==> src/rtl/cursor_overlay_pkg.sv <==
// Shared types for the cursor overlay stage.
// Assumes 8-bit colour channels packed as {R,G,B}.
package cursor_overlay_pkg;
    localparam int CHAN_W = 8;
    localparam int RGB_W  = 3 * CHAN_W;

    typedef logic [RGB_W-1:0] rgb_t;

    // Pattern code meanings; code 0 lets the background through
    typedef enum logic [1:0] {
        CODE_CLEAR = 2'd0,
        CODE_COL0  = 2'd1,
        CODE_COL1  = 2'd2,
        CODE_COL2  = 2'd3
    } cur_code_e;
endpackage

==> src/rtl/cursor_window_hit.sv <==
// Decides whether a pixel falls in the square pointer window.
// It also yields the pattern word address and the pixel slot within that word.
// Assumes CUR_SIZE and PIX_PER_WORD are powers of two.
// Differences are taken one bit wider than the coordinates, so the window never wraps.
module cursor_window_hit #(
    parameter int COORD_W      = 12,
    parameter int CUR_SIZE     = 64,
    parameter int PIX_PER_WORD = 8,
    localparam int OFF_W       = $clog2(CUR_SIZE),
    localparam int SUB_W       = $clog2(PIX_PER_WORD),
    localparam int COL_W       = OFF_W - SUB_W,
    localparam int AW          = OFF_W + COL_W
) (
    input  logic [COORD_W-1:0] x,
    input  logic [COORD_W-1:0] y,
    input  logic [COORD_W-1:0] xcur,
    input  logic [COORD_W-1:0] ycur,
    input  logic               enable,
    output logic               hit,
    output logic [AW-1:0]      word_addr,
    output logic [SUB_W-1:0]   slot
);
    logic [COORD_W:0] dx;
    logic [COORD_W:0] dy;
    logic             in_x;
    logic             in_y;

    // Signed-by-borrow offsets from the origin and the window test
    always_comb begin
        dx   = {1'b0, x} - {1'b0, xcur};
        dy   = {1'b0, y} - {1'b0, ycur};
        in_x = !dx[COORD_W] && (dx[COORD_W-1:0] < COORD_W'(CUR_SIZE));
        in_y = !dy[COORD_W] && (dy[COORD_W-1:0] < COORD_W'(CUR_SIZE));
        hit  = enable && in_x && in_y;
        word_addr = {dy[OFF_W-1:0], dx[OFF_W-1:SUB_W]};
        slot      = dx[SUB_W-1:0];
    end
endmodule

==> src/rtl/cursor_code_pick.sv <==
// Selects one packed code from a pattern word.
// Slot 0 sits in the least significant bits.
module cursor_code_pick #(
    parameter int CODE_W       = 2,
    parameter int PIX_PER_WORD = 8,
    localparam int WORD_W      = CODE_W * PIX_PER_WORD,
    localparam int SUB_W       = $clog2(PIX_PER_WORD)
) (
    input  logic [WORD_W-1:0] word,
    input  logic [SUB_W-1:0]  slot,
    output logic [CODE_W-1:0] code
);
    logic [CODE_W-1:0] codes [PIX_PER_WORD];

    for (genvar g = 0; g < PIX_PER_WORD; g++) begin : g_slot
        // Unpack slot g from the word
        assign codes[g] = word[g*CODE_W +: CODE_W];
    end

    // Choose the slot for the current pixel
    always_comb code = codes[slot];
endmodule

==> src/rtl/overlay_colour_reg.sv <==
// Final colour choice and the single output register.
// Blank has priority over the pointer, and the pointer over the background.
// out_rgb only loads on valid input cycles.
module overlay_colour_reg
    import cursor_overlay_pkg::*;
#(
    parameter int CODE_W = 2
) (
    input  logic              clk,
    input  logic              rst_n,
    input  logic              in_valid,
    input  logic              blank,
    input  logic              hit,
    input  logic [CODE_W-1:0] code,
    input  rgb_t              bg_rgb,
    input  rgb_t              cur_rgb,
    output logic              out_valid,
    output rgb_t              out_rgb
);
    rgb_t next_rgb;

    // Priority mux between black, pointer colour and background
    always_comb begin
        if (blank)                next_rgb = '0;
        else if (hit && code != '0) next_rgb = cur_rgb;
        else                      next_rgb = bg_rgb;
    end

    // Output register with synchronous active-low reset
    always_ff @(posedge clk) begin
        if (!rst_n) begin
            out_valid <= 1'b0;
            out_rgb   <= '0;
        end else begin
            out_valid <= in_valid;
            if (in_valid) out_rgb <= next_rgb;
        end
    end
endmodule

==> src/rtl/cursor_overlay_pipe.sv <==
// Top of the cursor overlay stage.
// Reads the colour, pattern and pointer-colour stores combinationally,
// then registers one RGB pixel per valid input.
// Assumes all store read data returns in the cycle its address is presented.
module cursor_overlay_pipe
    import cursor_overlay_pkg::*;
#(
    parameter int COORD_W      = 12,
    parameter int IDX_W        = 8,
    parameter int CUR_SIZE     = 64,
    parameter int PIX_PER_WORD = 8,
    parameter int CODE_W       = 2,
    localparam int WORD_W      = CODE_W * PIX_PER_WORD,
    localparam int OFF_W       = $clog2(CUR_SIZE),
    localparam int SUB_W       = $clog2(PIX_PER_WORD),
    localparam int PAT_AW      = 2 * OFF_W - SUB_W
) (
    input  logic                 clk,
    input  logic                 rst_n,
    input  logic                 in_valid,
    input  logic [IDX_W-1:0]     in_index,
    input  logic [COORD_W-1:0]   in_x,
    input  logic [COORD_W-1:0]   in_y,
    input  logic [2*COORD_W-1:0] cur_pos,
    input  logic                 ctl_blank,
    input  logic                 ctl_cursor_off,
    output logic [IDX_W-1:0]     pal_rd_addr,
    input  logic [RGB_W-1:0]     pal_rd_data,
    output logic [PAT_AW-1:0]    pat_rd_addr,
    input  logic [WORD_W-1:0]    pat_rd_data,
    output logic [CODE_W-1:0]    cpal_rd_addr,
    input  logic [RGB_W-1:0]     cpal_rd_data,
    output logic                 out_valid,
    output logic [RGB_W-1:0]     out_rgb
);
    logic               hit;
    logic [SUB_W-1:0]   slot;
    logic [CODE_W-1:0]  code;

    cursor_window_hit #(
        .COORD_W(COORD_W), .CUR_SIZE(CUR_SIZE), .PIX_PER_WORD(PIX_PER_WORD)
    ) u_win (
        .x(in_x), .y(in_y),
        .xcur(cur_pos[2*COORD_W-1:COORD_W]), .ycur(cur_pos[COORD_W-1:0]),
        .enable(!ctl_cursor_off),
        .hit(hit), .word_addr(pat_rd_addr), .slot(slot)
    );

    cursor_code_pick #(
        .CODE_W(CODE_W), .PIX_PER_WORD(PIX_PER_WORD)
    ) u_pick (
        .word(pat_rd_data), .slot(slot), .code(code)
    );

    // Store addresses: background by index, pointer colour by code minus one
    always_comb begin
        pal_rd_addr  = in_index;
        cpal_rd_addr = (code == '0) ? '0 : code - CODE_W'(1);
    end

    overlay_colour_reg #(
        .CODE_W(CODE_W)
    ) u_out (
        .clk(clk), .rst_n(rst_n), .in_valid(in_valid), .blank(ctl_blank),
        .hit(hit), .code(code), .bg_rgb(pal_rd_data), .cur_rgb(cpal_rd_data),
        .out_valid(out_valid), .out_rgb(out_rgb)
    );
endmodule

==> config.mk <==
export PLATFORM = sky130hd
export DESIGN_NAME = cursor_overlay_pipe
export DESIGN_NICKNAME = d
export VERILOG_FILES = /design/src/rtl/cursor_overlay_pkg.sv /design/src/rtl/cursor_window_hit.sv /design/src/rtl/cursor_code_pick.sv /design/src/rtl/overlay_colour_reg.sv /design/src/rtl/cursor_overlay_pipe.sv
export SDC_FILE = /design/constraint.sdc
export NUM_CORES = 1
export LEC_CHECK = 0
export BUFFER_PORTS_ARGS = -buffer_cell sky130_fd_sc_hd__buf_4
export CAP_MARGIN = 20
export CELL_PAD_IN_SITES_DETAIL_PLACEMENT = 1
export CELL_PAD_IN_SITES_GLOBAL_PLACEMENT = 2
export CORE_MARGIN = 8
export CORE_UTILIZATION = 22
export DETAILED_ROUTE_END_ITERATION = 8
export PLACE_DENSITY = 0.92
export RECOVER_POWER = 25
export SYNTH_ARGS = -nofsm -noshare
export SYNTH_HDL_FRONTEND = slang
export SYNTH_SLANG_ARGS = --single-unit
==> constraint.sdc <==
create_clock -name clk -period 3.1 [get_ports clk]
set_input_delay 0.155 -clock clk [delete_from_list [all_inputs] [get_ports clk]]
set_output_delay 0.155 -clock clk [all_outputs]
set_load 0.02 [all_outputs]
==> flow_summary.json <==
{
  "status": "finished clean",
  "tightest_slew_ns": 1.02,
  "worstSetupEndpointType": "flip-flop",
  "dpl.hpwl_um": 8980,
  "synth_cells": 375,
  "ys_seq_area_share_pct": 18.0,
  "ir_drop_mv": 0.180,
  "rsz0062_at_grt": "no",
  "worstHoldStart": "rst_n",
  "multi_input_area_mm2": 0.00200,
  "dieArea_mm2": 0.0165,
  "port_buffers": 152,
  "n_fill_cell": 1553,
  "core_area_mm2": 0.0125,
  "postCtsHoldBufs": 0,
  "synth_edf_count": 0,
  "post_cts_buffers": 0,
  "drtIter0Drc": 110,
  "grt_pass1_vias": 3692,
  "p_leak_uw": 0.00186,
  "fp.dieW_um": 128,
  "drc": 0,
  "antenna_found_initial": 0,
  "synthMuxAreaShare_pct": 4.05,
  "vias": 3242,
  "rrSetupSlack_ns": 2.50,
  "setup_ws_ns": 0.315,
  "cp.required_ns": 3.28,
  "grt_pass1_wl_um": 18100,
  "synth_xor_area_share_pct": 2.52,
  "routabilityCongestion": 0.816,
  "yosys-top-cells-area": "dfxtp_1, ha_1, o41ai_1",
  "min_to": "u_out.out_valid",
  "layout-drive-gt1-share_pct": 32.5,
  "synth_cell_types": 49,
  "path_class": "input port to flip-flop",
  "min_period_ns": 2.79,
  "initial_core_util_pct": 22.3,
  "seq_area_um2": 500,
  "clock-root-buffer": "clkbuf_16",
  "startpoint_type": "input port",
  "overflow": 0,
  "synthAdderAreaFrac_pct": 12.3,
  "dpl_worst_slack_ns": 0.00929,
  "synth_compound_area_share_pct": 28.5,
  "syn-num-nets": 526,
  "avgSynthCellArea_um2": 7.41,
  "powerDensity_mw_per_mm2": 313,
  "path_cells": "buf_4 > inv_1 > ha_1 > inv_1 > fa_1 > a21oi_1 > o22ai_1 > o41ai_1 > mux2i_1 > o211ai_1 > or4_1 > buf_4 > o211ai_1",
  "total_power_uw": 1280,
  "nNetsFinal": 662,
  "tns_ns": 0,
  "r2r-end": "u_out.out_rgb[0]",
  "final_hold_viol_count": 0,
  "cap_violations": 0,
  "firstDrtPassIters": 6,
  "yosys.area_share.simple_pct": 24.1,
  "worstPathMaxFanout": 24,
  "cts_resized": 0,
  "grt_start_max_net_pins": 26,
  "cts.sinks": 25,
  "grt_usage_pct": 13.2,
  "synthArstFlopShare_pct": 0,
  "r2r-start": "u_out.out_rgb[0]",
  "wl_per_cell_um": 16.1,
  "clock_latency_ns": 0.26,
  "ys_warn_count": 0,
  "cts_buffer_depth": 2,
  "htreeDepth": 1,
  "rows": 41,
  "die-height_um": 128,
  "timing.final.crit_share_pct": 89.8,
  "worst_hold_slack_ns": 0.145,
  "areaGrowthSynthToFinish_pct": 47.7,
  "cpPeakStageDelay_ns": 0.42,
  "slew_headroom_pct": 31.7,
  "synth_top_family_by_area": "compound AO/OA/AOI/OAI gates",
  "cts_made_buffers": 3,
  "crit_slowest_cell": "or4_1",
  "holdPathStages": 2,
  "report.final.slew_viol_count": 0,
  "r2r_cells": 2,
  "cts_tree": "done",
  "worstPathArrival_ns": 2.97,
  "clock_skew_ns": 0,
  "finalWirelength_um": 11000,
  "setup_viol": 0,
  "clkSlewWorstSetupHoldPaths_ns": 0.07,
  "fmax_ghz": 0.359,
  "synth_area_leader_cell": "dfxtp_1",
  "ys.flop_type": "dfxtp_1",
  "ys_ff_latch": 25,
  "diodes": 0,
  "min_path_type": "input port to flip-flop",
  "viasPerCell": 4.75,
  "ant_nets": 0,
  "ios": 169,
  "synth_top_area_share_pct": 18.0,
  "syn_area_mm2": 0.00278
}
-- cells in the final DEF, fill, tap and decap left out, types with 2 or more instances in the layout --
cell and count:
nand4_1 2, o41ai_1 27, nor3_1 6, clkbuf_1 8, inv_1 36, mux2i_1 9, o211ai_1 27, and2_1 24
nand2b_1 5, nor2b_1 7, or4_1 3, dfxtp_1 25, nor2b_2 2, or3_1 3, nor2_1 13, a21oi_1 9
fa_1 2, o31ai_1 3, clkbuf_16 3, nand3_1 4, ha_1 24, nor4_1 2, o21ai_0 9, a211oi_1 2
o221a_2 3, xor2_1 2, a211o_1 3, buf_4 151, xnor2_1 6, o22ai_1 2, nand2_1 61, o21a_1 6
-- critical path: cells and delay by family --
family / cells / cell delay, ns
AO/OA/AOI/OAI: 5 / 1.09
adder cells (fa/ha/maj): 2 / 0.56
buffers and inverters: 4 / 0.45
AND/OR/NAND/NOR: 1 / 0.42
multiplexers: 1 / 0.28
-- worst max-delay path by stage --
stage / start / end / slack, ns
after floorplan: in_x[0] / u_out.out_rgb[0] / 0.33
after global placement: in_y[0] / u_out.out_rgb[5] / 0.08
after detailed placement: in_y[0] / u_out.out_rgb[1] / 0.009
after CTS: in_y[0] / u_out.out_rgb[1] / 0.29
after global routing: in_y[0] / u_out.out_rgb[2] / 0.10
final: in_y[0] / u_out.out_rgb[1] / 0.31
-- flip-flops by register name, summed over array words and instances, names as in the netlist --
signal and cells:
u_out.out_rgb 24, u_out.out_valid 1
-- metrics by stage --
stage          utilization (%)  cell area (um^2)  std cells
2_1_floorplan                -              2780        375
3_3_place_gp              32.5              4050        678
3_5_place_dp              32.5              4050        678
4_1_cts                   33.1              4130        682
5_1_grt                   32.9              4100        682
6_report                  32.9              4100        682
-- routing by layer --
metal  track usage [%]  share of wire [%]  wire length, um  up-vias
li1                  -                  -                -     1622
met5                 0                  0                0        -
met4              3.36                1.5              159        0
met1              15.4                 44             4790     1494
met2              23.6                 48             5290      108
met3              2.90                6.6              724       18
-- power breakdown --
part           internal (uW)  total (uW)  switching (uW)
combinational            296         648             352
clock                    175         296             121
sequential               334         341            6.83
total                    805        1280             479
-- kinds of logic (layout without fill, tap and decap cells) --
group,after synthesis,after routing
AND/OR/NAND/NOR,137,137
AO/OA/AOI/OAI,104,104
buffers and inverters,65,200
adder cells (fa/ha/maj),26,26
flip-flops,25,25
multiplexers,10,10
XOR/XNOR,8,8
-- cell usage after synthesis (2+ instances only) --
| cell type | n |
|---|---|
| clkbuf_1 | 16 |
| a211oi_1 | 2 |
| or4_1 | 3 |
| o221a_2 | 3 |
| dfxtp_1 | 25 |
| nor4_1 | 2 |
| nand3_1 | 4 |
| mux2i_1 | 9 |
| and2_1 | 25 |
| nand4_1 | 2 |
| inv_1 | 36 |
| o41ai_1 | 27 |
| o211ai_1 | 27 |
| or3_1 | 3 |
| o21a_1 | 6 |
| a21oi_1 | 9 |
| a211o_1 | 3 |
| nor3_1 | 6 |
| xnor2_1 | 6 |
| nand2b_1 | 5 |
| o22ai_1 | 3 |
| o31ai_1 | 3 |
| buf_4 | 8 |
| buf_2 | 2 |
| o21ai_0 | 9 |
| ha_1 | 24 |
| xor2_1 | 2 |
| fa_1 | 2 |
| buf_6 | 2 |
| nand2_1 | 61 |
| nor2b_1 | 9 |
| o21ai_1 | 2 |
| nor2_1 | 13 |
-- cell type report --
class	count	share of cell area (%)
multi-input cells	285	48.8
repair buffers	159	28.4
flip-flops and latches	25	12.2
well taps	172	5.25
inverters	37	3.39
clock buffers	3	1.83
clock inverters	1	0.183
Power figures use the tool's default switching activity.
